--- src/rtl/lpf_pkg.sv ---
package lpf_pkg;

  // Strobes handed from the control to the datapath each cycle.
  typedef struct packed {
    logic loadState;   // apply the filter update to the state
    logic preloadSel;  // copy the raw input into the state
  } lpfStrobes_t;

endpackage

--- src/rtl/lpf_ctrl.sv ---
module lpf_ctrl #(
  parameter bit PRELOAD = 1'b0
) (
  input  logic                clk,
  input  logic                rst,
  input  logic                inValid,
  output lpf_pkg::lpfStrobes_t strobes,
  output logic                outValid
);

  logic firstPending;

  // The preload variant needs a flag for the first sample; the plain one does not.
  generate
    if (PRELOAD) begin : gPreload
      logic firstQ;
      always_ff @(posedge clk) begin
        if (rst)          firstQ <= 1'b1;
        else if (inValid) firstQ <= 1'b0;
      end
      assign firstPending = firstQ;
    end else begin : gPlain
      assign firstPending = 1'b0;
    end
  endgenerate

  always_comb begin
    strobes.loadState  = inValid && !firstPending;
    strobes.preloadSel = inValid &&  firstPending;
  end

  // Output strobe trails the accepted sample by exactly one register.
  always_ff @(posedge clk) begin
    if (rst) outValid <= 1'b0;
    else     outValid <= inValid;
  end

endmodule

--- src/rtl/lpf_datapath.sv ---
module lpf_datapath #(
  parameter int DATA_W = 8,
  parameter int DIFF_W = 16,
  parameter int SHIFT  = 3
) (
  input  logic                 clk,
  input  logic                 rst,
  input  lpf_pkg::lpfStrobes_t strobes,
  input  logic [DATA_W-1:0]    inSample,
  output logic [DATA_W-1:0]    state
);

  localparam int PAD_W = DIFF_W - DATA_W;
  localparam int FDIV  = 1 << SHIFT;
  localparam logic signed [DIFF_W-1:0] BIAS  = DIFF_W'(FDIV / 2);
  localparam logic signed [DIFF_W-1:0] TOP_S = DIFF_W'((1 << DATA_W) - 1);

  logic signed [DIFF_W-1:0] inExt, stateExt, diff, biased, increment, sumFull;
  logic        [DATA_W-1:0] clamped, nextState, stateQ;

  always_comb begin
    inExt     = $signed({{PAD_W{1'b0}}, inSample});
    stateExt  = $signed({{PAD_W{1'b0}}, stateQ});
    diff      = inExt - stateExt;
    biased    = diff + BIAS;           // half the divisor for rounding
    increment = biased >>> SHIFT;      // floor division by 2^SHIFT
    sumFull   = stateExt + increment;
  end

  // Fold the wide sum back into the sample range.
  always_comb begin
    if (sumFull < 0)          clamped = '0;
    else if (sumFull > TOP_S) clamped = '1;
    else                      clamped = sumFull[DATA_W-1:0];
  end

  always_comb begin
    if (strobes.preloadSel)     nextState = inSample;
    else if (strobes.loadState) nextState = clamped;
    else                        nextState = stateQ;
  end

  always_ff @(posedge clk) begin
    if (rst) stateQ <= '0;
    else     stateQ <= nextState;
  end

  assign state = stateQ;

endmodule

--- src/rtl/shift_lowpass.sv ---
module shift_lowpass #(
  parameter int DATA_W  = 8,
  parameter int DIFF_W  = 16,
  parameter int SHIFT   = 3,
  parameter bit PRELOAD = 1'b0
) (
  input  logic              clk,
  input  logic              rst,
  input  logic              inValid,
  input  logic [DATA_W-1:0] inSample,
  output logic              outValid,
  output logic [DATA_W-1:0] outSample
);

  lpf_pkg::lpfStrobes_t strobes;

  lpf_ctrl #(.PRELOAD(PRELOAD)) uCtrl (
    .clk      (clk),
    .rst      (rst),
    .inValid  (inValid),
    .strobes  (strobes),
    .outValid (outValid)
  );

  lpf_datapath #(.DATA_W(DATA_W), .DIFF_W(DIFF_W), .SHIFT(SHIFT)) uPath (
    .clk      (clk),
    .rst      (rst),
    .strobes  (strobes),
    .inSample (inSample),
    .state    (outSample)
  );

endmodule

--- config.mk ---
export PLATFORM = sky130hd
export DESIGN_NAME = shift_lowpass
export DESIGN_NICKNAME = d
export VERILOG_FILES = /design/src/rtl/lpf_pkg.sv /design/src/rtl/lpf_ctrl.sv /design/src/rtl/lpf_datapath.sv /design/src/rtl/shift_lowpass.sv
export SDC_FILE = /design/constraint.sdc
export NUM_CORES = 1
export LEC_CHECK = 0
export CORE_ASPECT_RATIO = 1.2
export CORE_UTILIZATION = 55
export CTS_BUF_LIST = sky130_fd_sc_hd__clkbuf_4 sky130_fd_sc_hd__clkbuf_8
export DETAILED_ROUTE_END_ITERATION = 12
export DONT_BUFFER_PORTS = 1
export PLACE_DENSITY = 0.7
export SLEW_MARGIN = 20
export SYNTH_ARGS = -nofsm -noshare
export SYNTH_HDL_FRONTEND = slang
export SYNTH_HIERARCHICAL = 1
export SYNTH_SLANG_ARGS = --single-unit
export TNS_END_PERCENT = 1
--- constraint.sdc ---
create_clock -name clk -period 4.58 [get_ports clk]
set_clock_uncertainty 0.2 [all_clocks]
set_input_delay 0.687 -clock clk [delete_from_list [all_inputs] [get_ports clk]]
set_output_delay 0.687 -clock clk [all_outputs]
set_load 0.02 [all_outputs]
### Word-level counts from Yosys, hierarchy flattened

Cells that the tools add are included.
Widths: inputs -> output; s select.

| cells by class | value |
|---|---|
| $add $sub $neg | 3 |
| $lt $le $gt $ge | 2 |
| muxes and demuxes | 2 |

Operators by type and width:

| operator | number |
|---|---|
| $mux 8 | 2 |
| $gt 14x9->1 const B | 1 |
| $lt 14x1->1 const B | 1 |
| $add 9x4->10 const B | 1 |
| $add 9x7->10 | 1 |
| $sub 8x8->9 | 1 |

| word-level totals | value |
|---|---|
| output and inout port bits | 9 |
| word-level logic and storage cells | 9 |
| input port bits | 11 |
| register bits after elaboration | 9 |

### Longest topological paths before layout

Gate-level depths: netlist of the first run.

| depth | value |
|---|---|
| depth after elaboration | 6 |
| gate-level depth with buffers | 19 |
| gate-level depth less buffers | 19 |

### Hierarchy

Netlist of the first run, hierarchy kept.

Modules (own cells, without submodules):

| module | area an instance (sq um) | times used | cells each | seq. area each (sq um) |
|---|---|---|---|---|
| lpf_datapath | 1,445.1 | 1 | 187 | 160.2 |
| lpf_ctrl | 52.6 | 1 | 5 | 20.0 |

### Worst setup path before layout of the first run

OpenSTA, ideal clock, no wires.

| path | value |
|---|---|
| kind | input to register |
| start point | input port inSample[2] |
| end point | register uPath.stateQ[0], in the netlist uPath/state[0] |
| cell stages on the path | 18 |
| path buffers | 0 |
| path slack | 296 ps |
| data required time | 4,285 ps |
| arrival time | 3,988 ps |
| library setup time | 95 ps |
| cells stage by stage | ha_1 a21oi_1 o21a_1 xnor2_1 ha_1 o21ai_0 nor4_1 a31oi_1 o22ai_1 a221oi_1 ha_1 nor3_1 nor2_1 o211a_1 a2111o_1 a31oi_1 a21oi_1 a221oi_1 |

| on the way | value |
|---|---|
| cells in the longest elaborated chain, start to end | 6 |
| elaborated cells between the ends (all ways) | 7 |
| classes of those cells | add/sub: 3; order compare: 2; mux: 2 |

RTL lines:

| what | RTL line | source |
|---|---|---|
| start: declaration | shift_lowpass.sv:10 | `input logic [DATA_W-1:0] inSample,` |
| $sub 8x8->9 * | lpf_datapath.sv:24 | `diff = inExt - stateExt;` |
| $add 9x4->10 * | lpf_datapath.sv:25 | `biased = diff + BIAS;` |
| $add 9x7->10 * | lpf_datapath.sv:27 | `sumFull = stateExt + increment;` |
| $gt 14x9->1 | lpf_datapath.sv:33 | `else if (sumFull > TOP_S) clamped = '1;` |
| $mux 8 | lpf_datapath.sv:33 |  |
| $mux 8 * | lpf_datapath.sv:32 | `if (sumFull < 0) clamped = '0;` |
| end signal: assignment | lpf_datapath.sv:45 | `else stateQ <= nextState;` |
| end: declaration | lpf_datapath.sv:19 | `logic [DATA_W-1:0] clamped, nextState, stateQ;` |

Every way passes the cells marked *; elsewhere a longest branch is shown, timed or not.
A chain may end at the register's enable or synchronous reset.

### Worst setup path after layout of the first run

| path | value |
|---|---|
| start point | register uPath.stateQ[2], in the netlist uPath/state[2] |
| end point | register uPath.stateQ[1], in the netlist uPath/state[1] |

| on the way | value |
|---|---|
| cells in the longest elaborated chain, start to end | 6 |
| elaborated cells between the ends (all ways) | 7 |
| classes of those cells | add/sub: 3; order compare: 2; mux: 2 |

RTL lines:

| what | RTL line |
|---|---|
| $sub 8x8->9 | lpf_datapath.sv:24 |
| $add 9x4->10 | lpf_datapath.sv:25 |
| $add 9x7->10 * | lpf_datapath.sv:27 |
| $gt 14x9->1 | lpf_datapath.sv:33 |
| $mux 8 | lpf_datapath.sv:33 |
| $mux 8 * | lpf_datapath.sv:32 |

Marked as above.

==> reports/qor.txt, run 1 <==
HP Start: rst
Most frequently used flop master after synthesis: dfxtp_1
Final Max Slew Viols: 0
Sequential Power Share: 0.096
Crit path capture: uPath/state[1]
Post-Syn Area: 0.00150 mm2
Root Buffer: clkbuf_4
Final RePlAce weighted congestion: 0.892
CTS buffer count: 3
RSZ-0062 raised after global routing: false
Crit-path max FO: 7
Total power: 1.34 mW
CTS hold repair buffers: 0
CTS tree: done
Peak VDD IR: 0.525 mV
Commonest cells after routing, fill and taps aside: 19 x buf_4, 16 x a21oi_1, 16 x ha_1
Avg Vias per Cell: 6.36
Register clock-pin slew on the reported worst setup and hold paths: 0.06 ns
Global route overflow: 0
Yosys reg bits: 9
CP startpoint kind: flip-flop
First-pass GRT wire length: 6310 um
GRT Total Usage: 0.276
# rows: 20
Post-DP HPWL: 2990 um
Sequential cell area: 180 um2
Synth async-reset ratio: 0
# IOs: 20
Period utilization: 0.929
Pin count of the biggest net entering global routing: 19
ANT nets after route: 0
Synthesized Nets: 222
Synth warnings: 6
Die Ht: 59.2 um
Vias in the first global route: 1454
Die W: 49.6 um
Sequential-to-total area share from yosys stat: 0.120
Placed cell count: 233
EDFF count, synth: 0
Final cell count without fillers: 238
Worst Hold Class: primary input to flip-flop
R2R Setup Slk: 0.32 ns
Arr. time, crit path: 4.21 ns
Critical path launch point: uPath/state[2]
Syn avg cell area: 7.80 um2
Die ar.: 0.00294 mm2
Worst-Skew Late Latency: 0.26 ns
Min Tclk post-route: 4.26 ns
Growth of design area from synthesis to finish: 14.1%
CTS H-Tree Depth: 1
Clock Sinks: 9
P_leak: 0.695 nW
Max-Cap Viols: 0
Yosys cell types: 46
PD cells: 785 mW/mm2
Share of layout cells above drive strength 1: 0.220
RR Startpoint: uPath/state[2]
Internal: 0.654 mW
WP data required: 4.54 ns
Wire per inst: 16.4 um
Total number of vias: 1513
Initial DRC Count: 66
Initial Util: 0.587
Status: finished clean
Core ar.: 0.00255 mm2
Final wirelength: 3910 um
Multi-input gate area: 0.00126 mm2
Fillers: 232
Router iterations before antenna repair: 4
Comb power frac: 0.854
Clock power frac: 0.050
Final nets: 236
Worst setup EP type: flip-flop
Peak Freq: 235 MHz
DRC violations left: 0
Antenna Cells: 0
Switching Fraction: 0.512
Worst flop-to-flop path endpoint: uPath/state[1]
Worst Reg-to-Reg Cells: 18
Max Buffers Root-to-Sink: 2
Setup violations, final: 0
Crit Path Class: flip-flop to flip-flop
Initial antenna violation count: 0
Worst hold slack: 0.280 ns
Most common cell after layout, fill and taps aside: buf_4
Synthesized netlist cell count: 192
Switching power: 0.687 mW
Buffers added on ports: 0
Final Hold Fails: 0
==> layout make-up <==
class                      count  share of cell area
tap                           33              0.0242
multi-input combinational    158               0.736
inverter                      15              0.0329
sequential                     9               0.105
clock buffer                   4              0.0176
timing repair buffer          19              0.0835
==> logic make-up after synthesis <==
logic type / Yosys count / synth area share
adder cells (fa/ha/maj): 20 / 0.170
AO/OA/AOI/OAI: 56 / 0.287
flip-flops: 9 / 0.120
XOR/XNOR: 15 / 0.0877
multiplexers: 1 / 0.00919
other: 1 / 0.00250
buffers and inverters: 25 / 0.0785
AND/OR/NAND/NOR: 65 / 0.244
==> sequential cells by signal (all words and copies together), names as in the netlist <==
name,cells
uCtrl/outValid,1
uPath/state,8
==> Yosys cell counts (3+ instances only) <==
cell type,n,share of area
a211oi_1,4,0.020
a21oi_1,17,0.057
a221oi_1,8,0.047
a31oi_1,4,0.017
and2_0,5,0.021
clkbuf_1,4,0.010
dfxtp_1,9,0.12
ha_1,18,0.15
inv_1,15,0.038
nand2_1,9,0.023
nand2b_1,5,0.021
nand3_1,6,0.020
nor2_1,10,0.025
nor3_1,13,0.043
nor3b_1,4,0.020
o211ai_1,3,0.015
o21ai_0,7,0.023
xnor2_1,8,0.047
xor2_1,7,0.041
==> power groups by stage <==
stage                     clock, mW  sequential, mW  combinational (mW)
final                        0.0675           0.128                1.15
after global routing         0.0764           0.131                1.26
after CTS                    0.0710           0.128                1.08
after detailed placement          0           0.130                1.06
after global placement            0           0.130                1.03
after floorplan                   0           0.161               0.777
==> worst max-delay path, stage by stage, from the launching register on <==
cell      delay [ns]
dfxtp_1         0.34
inv_1           0.07
ha_2            0.38
nand2_1         0.11
o21a_1          0.21
xnor2_1         0.14
ha_1            0.23
o21ai_1         0.16
nor4_2          0.09
maj3_1          0.37
a221oi_2        0.24
ha_1            0.28
nor3_1          0.18
nor2_1          0.08
o211a_1         0.15
a2111o_1        0.30
a31oi_2         0.21
a21oi_2         0.12
a221oi_1        0.28
==> how the worst min path moves through the flow <==
stage / endpoint / cells past startpoint / slack [ns]
6_report: uPath/state[4] / 1 / 0.28
5_1_grt: uPath/state[4] / 1 / 0.26
4_1_cts: uPath/state[4] / 1 / 0.27
3_5_place_dp: uPath/state[3] / 4 / 0.47
3_3_place_gp: uPath/state[3] / 4 / 0.45
2_1_floorplan: uCtrl/outValid / 1 / 0.55
==> repair_timing <==
| item | in CTS | in global routing |
|---|---|---|
| gates resized for setup | 0 | 11 |
| setup buffers | 0 | 1 |
| setup endpoints to repair | 0 | 8 |
==> metrics by stage <==
step	setup slack [ns]	area, um2	setup TNS [ns]	util
3_5_place_dp	-0.140	1610	-0.545	0.632
6_report	0.323	1710	0	0.670
5_1_grt	0.0258	1710	0	0.670
2_1_floorplan	0.296	1500	0	-
3_3_place_gp	-0.0604	1610	-0.0785	0.632
4_1_cts	0.0889	1640	0	0.644
==> routing by layer <==
| layer | share of wire | GRT usage | vias to the layer above |
|---|---|---|---|
| li1 | - | - | 735 |
| met1 | 0.43 | 0.323 | 727 |
| met2 | 0.51 | 0.510 | 45 |
| met3 | 0.043 | 0.0333 | 6 |
| met4 | 0.012 | 0.102 | 0 |
| met5 | 0 | 0 | - |
(Power assumes the default switching activity.)
==> run 2, diff against run 1 <==
CORE_UTILIZATION = 65   (was 55)
PLACE_DENSITY = 0.81   (was 0.7)
==> run 2 against run 1 <==
Net effect:
- non-clock buffer count down 10
- via count is 4.8% lower
- routed wire length rose by 0.38%
- clock-buffer cell count did not move
- sequential cell count unchanged
- die area fell by 15%
- core utilization rose by 11 points
- clock power shrank 3.6%
- first-iteration DRC count is 35% lower
- sequential share of layout area up 0.43 points
- combinational power shrank 3%
- critical path type is now primary input to flip-flop
- largest power group unchanged
==> reports/qor.txt, run 2 (synthesis results as in run 1) <==
Final RePlAce weighted congestion: 0.931
Max FFs per register: 8
Period utilization: 0.962
Setup violations, final: 0
CTS buffer count: 3
Clock Sinks: 9
Initial antenna violation count: 0
Router iterations before antenna repair: 4
Die W: 45.8 um
Global route overflow: 0
Post-DP HPWL: 2970 um
CTS hold repair buffers: 0
Critical-path top delay cell: fa_1
Fin area: 0.00164 mm2
Final wirelength: 3930 um
Peak VDD IR: 0.525 mV
Die ar.: 0.00250 mm2
CTS tree: done
Max Buffers Root-to-Sink: 2
WP data required: 4.55 ns
CTS H-Tree Depth: 1
Pin count of the biggest net entering global routing: 19
Vias in the first global route: 1298
Worst setup EP type: flip-flop
Total number of vias: 1441
Post-DP Area: 0.00154 mm2
Final Hold Fails: 0
Total power: 1.31 mW
Worst Reg-to-Reg Cells: 16
Final Max Slew Viols: 0
Worst slew margin: 0.614
PD cells: 797 mW/mm2
Crit Path Class: primary input to flip-flop
CP startpoint kind: primary input
# rows: 18
Worst-Margin Slew: 0.568 ns
CP Cell Sequence: ha_1 > nor2_1 > or2_2 > nor3_1 > nor2_1 > xor2_1 > inv_1 > fa_1 > nand2b_1 > a21oi_1 > o211ai_1 > a2111o_1 > a31oi_2 > a21oi_2 > a221oi_1
Crit path top cell by count: nor2_1
ANT nets after route: 0
P_leak: 0.644 nW
Arr. time, crit path: 4.37 ns
Max incr delay on CP: 0.43 ns
Commonest cells after routing, fill and taps aside: 16 x a21oi_1, 16 x ha_1, 15 x inv_1
Min Tclk post-route: 4.40 ns
DRC violations left: 0
Initial DRC Count: 43
Root Buffer: clkbuf_4
Share of layout cells above drive strength 1: 0.190
GRT Total Usage: 0.310
Die Ht: 54.6 um
Status: finished clean
Antenna Cells: 0
Wire per inst: 17.5 um
Worst-Skew Late Latency: 0.26 ns
Growth of design area from synthesis to finish: 9.69%
Crit-path max FO: 7
Core ar.: 0.00212 mm2
Avg Vias per Cell: 6.40
Max-Cap Viols: 0
Register clock-pin slew on the reported worst setup and hold paths: 0.05 ns
# IOs: 20
Peak Freq: 227 MHz
Buffers added on ports: 0
Initial Util: 0.707
Hold path depth: 1
Final nets: 226
Worst Hold Class: primary input to flip-flop
First-pass GRT wire length: 5610 um
## run 2: cell count changes in the layout (fill, tap and decap cells not counted), sizes merged
cell,before,now
buf,19,9
## run 2: critical path: cells and delay by family
family | cells | cell delay (ns)
compound gates | 6 | 1.34
simple gates | 5 | 1.17
buf+inv | 1 | 0.10
fa+ha+maj | 2 | 0.79
xor+xnor | 1 | 0.28
## run 2: per-layer routing
| metal | share of wire | wire [um] | global-route usage |
|---|---|---|---|
| met5 | 0 | 0 | 0 |
| met4 | 0.027 | 106 | 0.127 |
| met3 | 0.040 | 156 | 0.0198 |
| met2 | 0.52 | 2060 | 0.564 |
| met1 | 0.41 | 1610 | 0.373 |
## run 2: worst paths after layout
kind,from,endpoint,slack [ns]
worst max-delay path,inSample[3],uPath/state[7],0.18
worst min-delay path,rst,uCtrl/outValid,0.28
worst max register to register,uPath/state[3],uPath/state[7],0.19
worst min register to register,uPath/state[5],uPath/state[5],0.56
## run 2: stage by stage
step	setup TNS, ns	setup slack [ns]	utilization	hold WS, ns	cells
3_3_place_gp	0	0.0421	0.728	0.500	221
4_1_cts	0	0.0984	0.742	0.270	225
3_5_place_dp	-0.566	-0.144	0.728	0.546	221
6_report	0	0.175	0.776	0.284	225
2_1_floorplan	0	0.296	-	0.551	192
5_1_grt	-0.218	-0.0533	0.776	0.271	225
## run 2: timing repair
| action | CTS | global route |
|---|---|---|
| buffers inserted | 0 | 0 |
| resized for setup | 0 | 13 |
| setup endpoints to repair | 0 | 8 |
| endpoints found under the hold margin | 0 | 0 |
## run 2: area by class of cell
class / instances / area [um2]
multi-input cells: 158 / 1270
fillers: 178 / 474
flip-flops and latches: 9 / 180
repair buffers: 9 / 67.6
inverters: 15 / 56.3
well taps: 30 / 37.5
clock buffers: 4 / 30.0
## run 2: report_power, final
group | switching [mW] | internal (mW) | leakage [nW]
Clock | 0.0258 | 0.0394 | 0.0184
Sequential | 0.0332 | 0.106 | 0.0741
Combinational | 0.643 | 0.462 | 0.552
==> run 3, diff against run 2 <==
CORE_UTILIZATION = 64   (was 65)
CTS_BUF_LIST = sky130_fd_sc_hd__clkbuf_16   (was sky130_fd_sc_hd__clkbuf_4 sky130_fd_sc_hd__clkbuf_8)
PLACE_DENSITY = 0.8   (was 0.81)
==> run 3 against run 2 <==
Net effect:
- largest power group unchanged
- largest cell class unchanged
- worst hold slack improved by 0.030 ns
- core utilization increased by 5.8 points
- via count grew 6.6%
- first-iteration DRC count grew 120%
- worst setup slack got worse by 0.054 ns
- critical endpoint is now uPath/state[0]
- critical path depth increased by 1
- die area increased by 1.5%
==> reports/qor.txt, run 3 (synthesis results as in run 1) <==
Avg Vias per Cell: 6.56
Router iterations before antenna repair: 5
Peak VDD IR: 0.697 mV
DRC violations left: 0
Max Buffers Root-to-Sink: 2
Sequential Power Share: 0.087
Peak Freq: 224 MHz
Final Hold Fails: 0
Post CTS Setup Buffer Count: 0
# IOs: 20
Worst Reg-to-Reg Cells: 17
Setup violations, final: 0
Max-Cap Viols: 0
Global route overflow: 0
Fin area: 0.00179 mm2
Worst Hold Class: primary input to flip-flop
Worst hold slack: 0.313 ns
Fillers: 132
GR Layer Usage met1: 0.398
Die Ht: 55.0 um
Wire per inst: 17.9 um
CTS buffer count: 3
CTS H-Tree Depth: 1
Arr. time, crit path: 4.39 ns
Root Buffer: clkbuf_16
First-pass GRT wire length: 6000 um
Worst setup EP type: flip-flop
Die ar.: 0.00254 mm2
Met2 usage: 0.585
Clock power frac: 0.104
Register clock-pin slew on the reported worst setup and hold paths: 0.04 ns
Status: finished clean
# rows: 18
Worst flop-to-flop path endpoint: uPath/state[0]
GR peak layer: met2
Crit-path max FO: 7
Crit Path Class: primary input to flip-flop
Share of layout cells above drive strength 1: 0.230
Initial Util: 0.700
Multi-input gate area: 0.00130 mm2
Post-DP Area: 0.00161 mm2
Max FFs per register: 8
ANT nets after route: 0
Post-DP HPWL: 2940 um
Antenna Cells: 0
GRT Total Usage: 0.328
Growth of design area from synthesis to finish: 19.2%
Worst-Skew Late Latency: 0.23 ns
Switching power: 0.743 mW
Most common cell after layout, fill and taps aside: buf_4
P_leak: 0.716 nW
Die W: 46.2 um
Final wirelength: 4200 um
Internal: 0.726 mW
Clock Sinks: 9
Min Tclk post-route: 4.46 ns
Buffers added on ports: 0
Critical path launch point: inSample[2]
Final RePlAce weighted congestion: 0.905
Pin count of the biggest net entering global routing: 19
Switching Fraction: 0.506
Total number of vias: 1536
Worst slew margin: 0.671
Initial antenna violation count: 0
Final nets: 235
Period utilization: 0.973
Crit path capture: uPath/state[0]
Initial DRC Count: 93
WP data required: 4.51 ns
Vias in the first global route: 1358
Final Max Slew Viols: 0
PD cells: 823 mW/mm2
Core ar.: 0.00214 mm2
Sequential cell area: 180 um2
Worst-Margin Slew: 0.491 ns
Commonest cells after routing, fill and taps aside: 18 x buf_4, 16 x inv_1, 16 x ha_1
RR Startpoint: uPath/state[2]
R2R Setup Slk: 0.16 ns
CP startpoint kind: primary input
Comb power frac: 0.810
CTS tree: done
GRT met3 Usage: 0.0487
-- run 3: cell count changes in the layout (fill, tap and decap cells not counted), moves of 2 or more --
cell | previous run | this run
nor3_1 | 12 | 10
nor3_2 | 2 | 4
buf_4 | 9 | 18
clkbuf_4 | 4 | 0
clkbuf_16 | 0 | 3
-- run 3: through the flow --
stage	utilization	setup WS (ns)	total power [mW]	instances	setup TNS, ns
floorplan	-	0.296	0.939	192	0
global placement	0.752	0.00903	1.15	230	0
detailed placement	0.752	-0.0959	1.19	230	-0.370
CTS	0.789	0.0317	1.36	234	0
global route	0.835	-0.0240	1.56	234	-0.0550
finish	0.835	0.121	1.47	234	0
-- run 3: critical path, stage by stage --
cell,delay [ns]
ha_2,0.31
a211oi_1,0.46
a211oi_2,0.09
ha_1,0.23
o21ai_1,0.20
nor4_4,0.09
maj3_1,0.37
a221oi_1,0.27
ha_1,0.31
nor3_2,0.16
nor2_1,0.09
o211a_1,0.16
a2111o_1,0.35
a31oi_4,0.20
a21oi_2,0.12
a221oi_1,0.30
-- run 3: what timing repair did --
action                     4_1_cts  5_1_grt
hold buffers                     0        0
resized for setup                0       17
setup endpoints to repair        0        8
-- run 3: worst min-delay path by stage --
stage,from,to,slack [ns],cells past startpoint
floorplan,rst,uCtrl/outValid,0.55,1
global placement,uPath/state[3],uPath/state[3],0.45,4
detailed placement,uPath/state[3],uPath/state[3],0.47,4
CTS,rst,uCtrl/outValid,0.31,1
global route,rst,uCtrl/outValid,0.31,1
finish,rst,uCtrl/outValid,0.31,1
-- run 3: layout make-up --
class | instances | area share
multi-input cells | 158 | 0.727
inverters | 15 | 0.0315
clock inverters | 1 | 0.00210
clock buffers | 3 | 0.0420
flip-flops and latches | 9 | 0.101
repair buffers | 18 | 0.0757
well taps | 30 | 0.0210
-- run 3: power groups by stage --
stage | clock [mW] | combinational (mW) | sequential (mW)
2_1_floorplan | 0 | 0.777 | 0.161
3_3_place_gp | 0 | 1.03 | 0.125
3_5_place_dp | 0 | 1.07 | 0.127
4_1_cts | 0.155 | 1.08 | 0.126
5_1_grt | 0.159 | 1.27 | 0.129
6_report | 0.152 | 1.19 | 0.128
-- run 3: routing by layer --
layer	part of all wire	wire (um)
met4	0.010	42
met3	0.073	305
met1	0.40	1660
met2	0.52	2190
met5	0	0
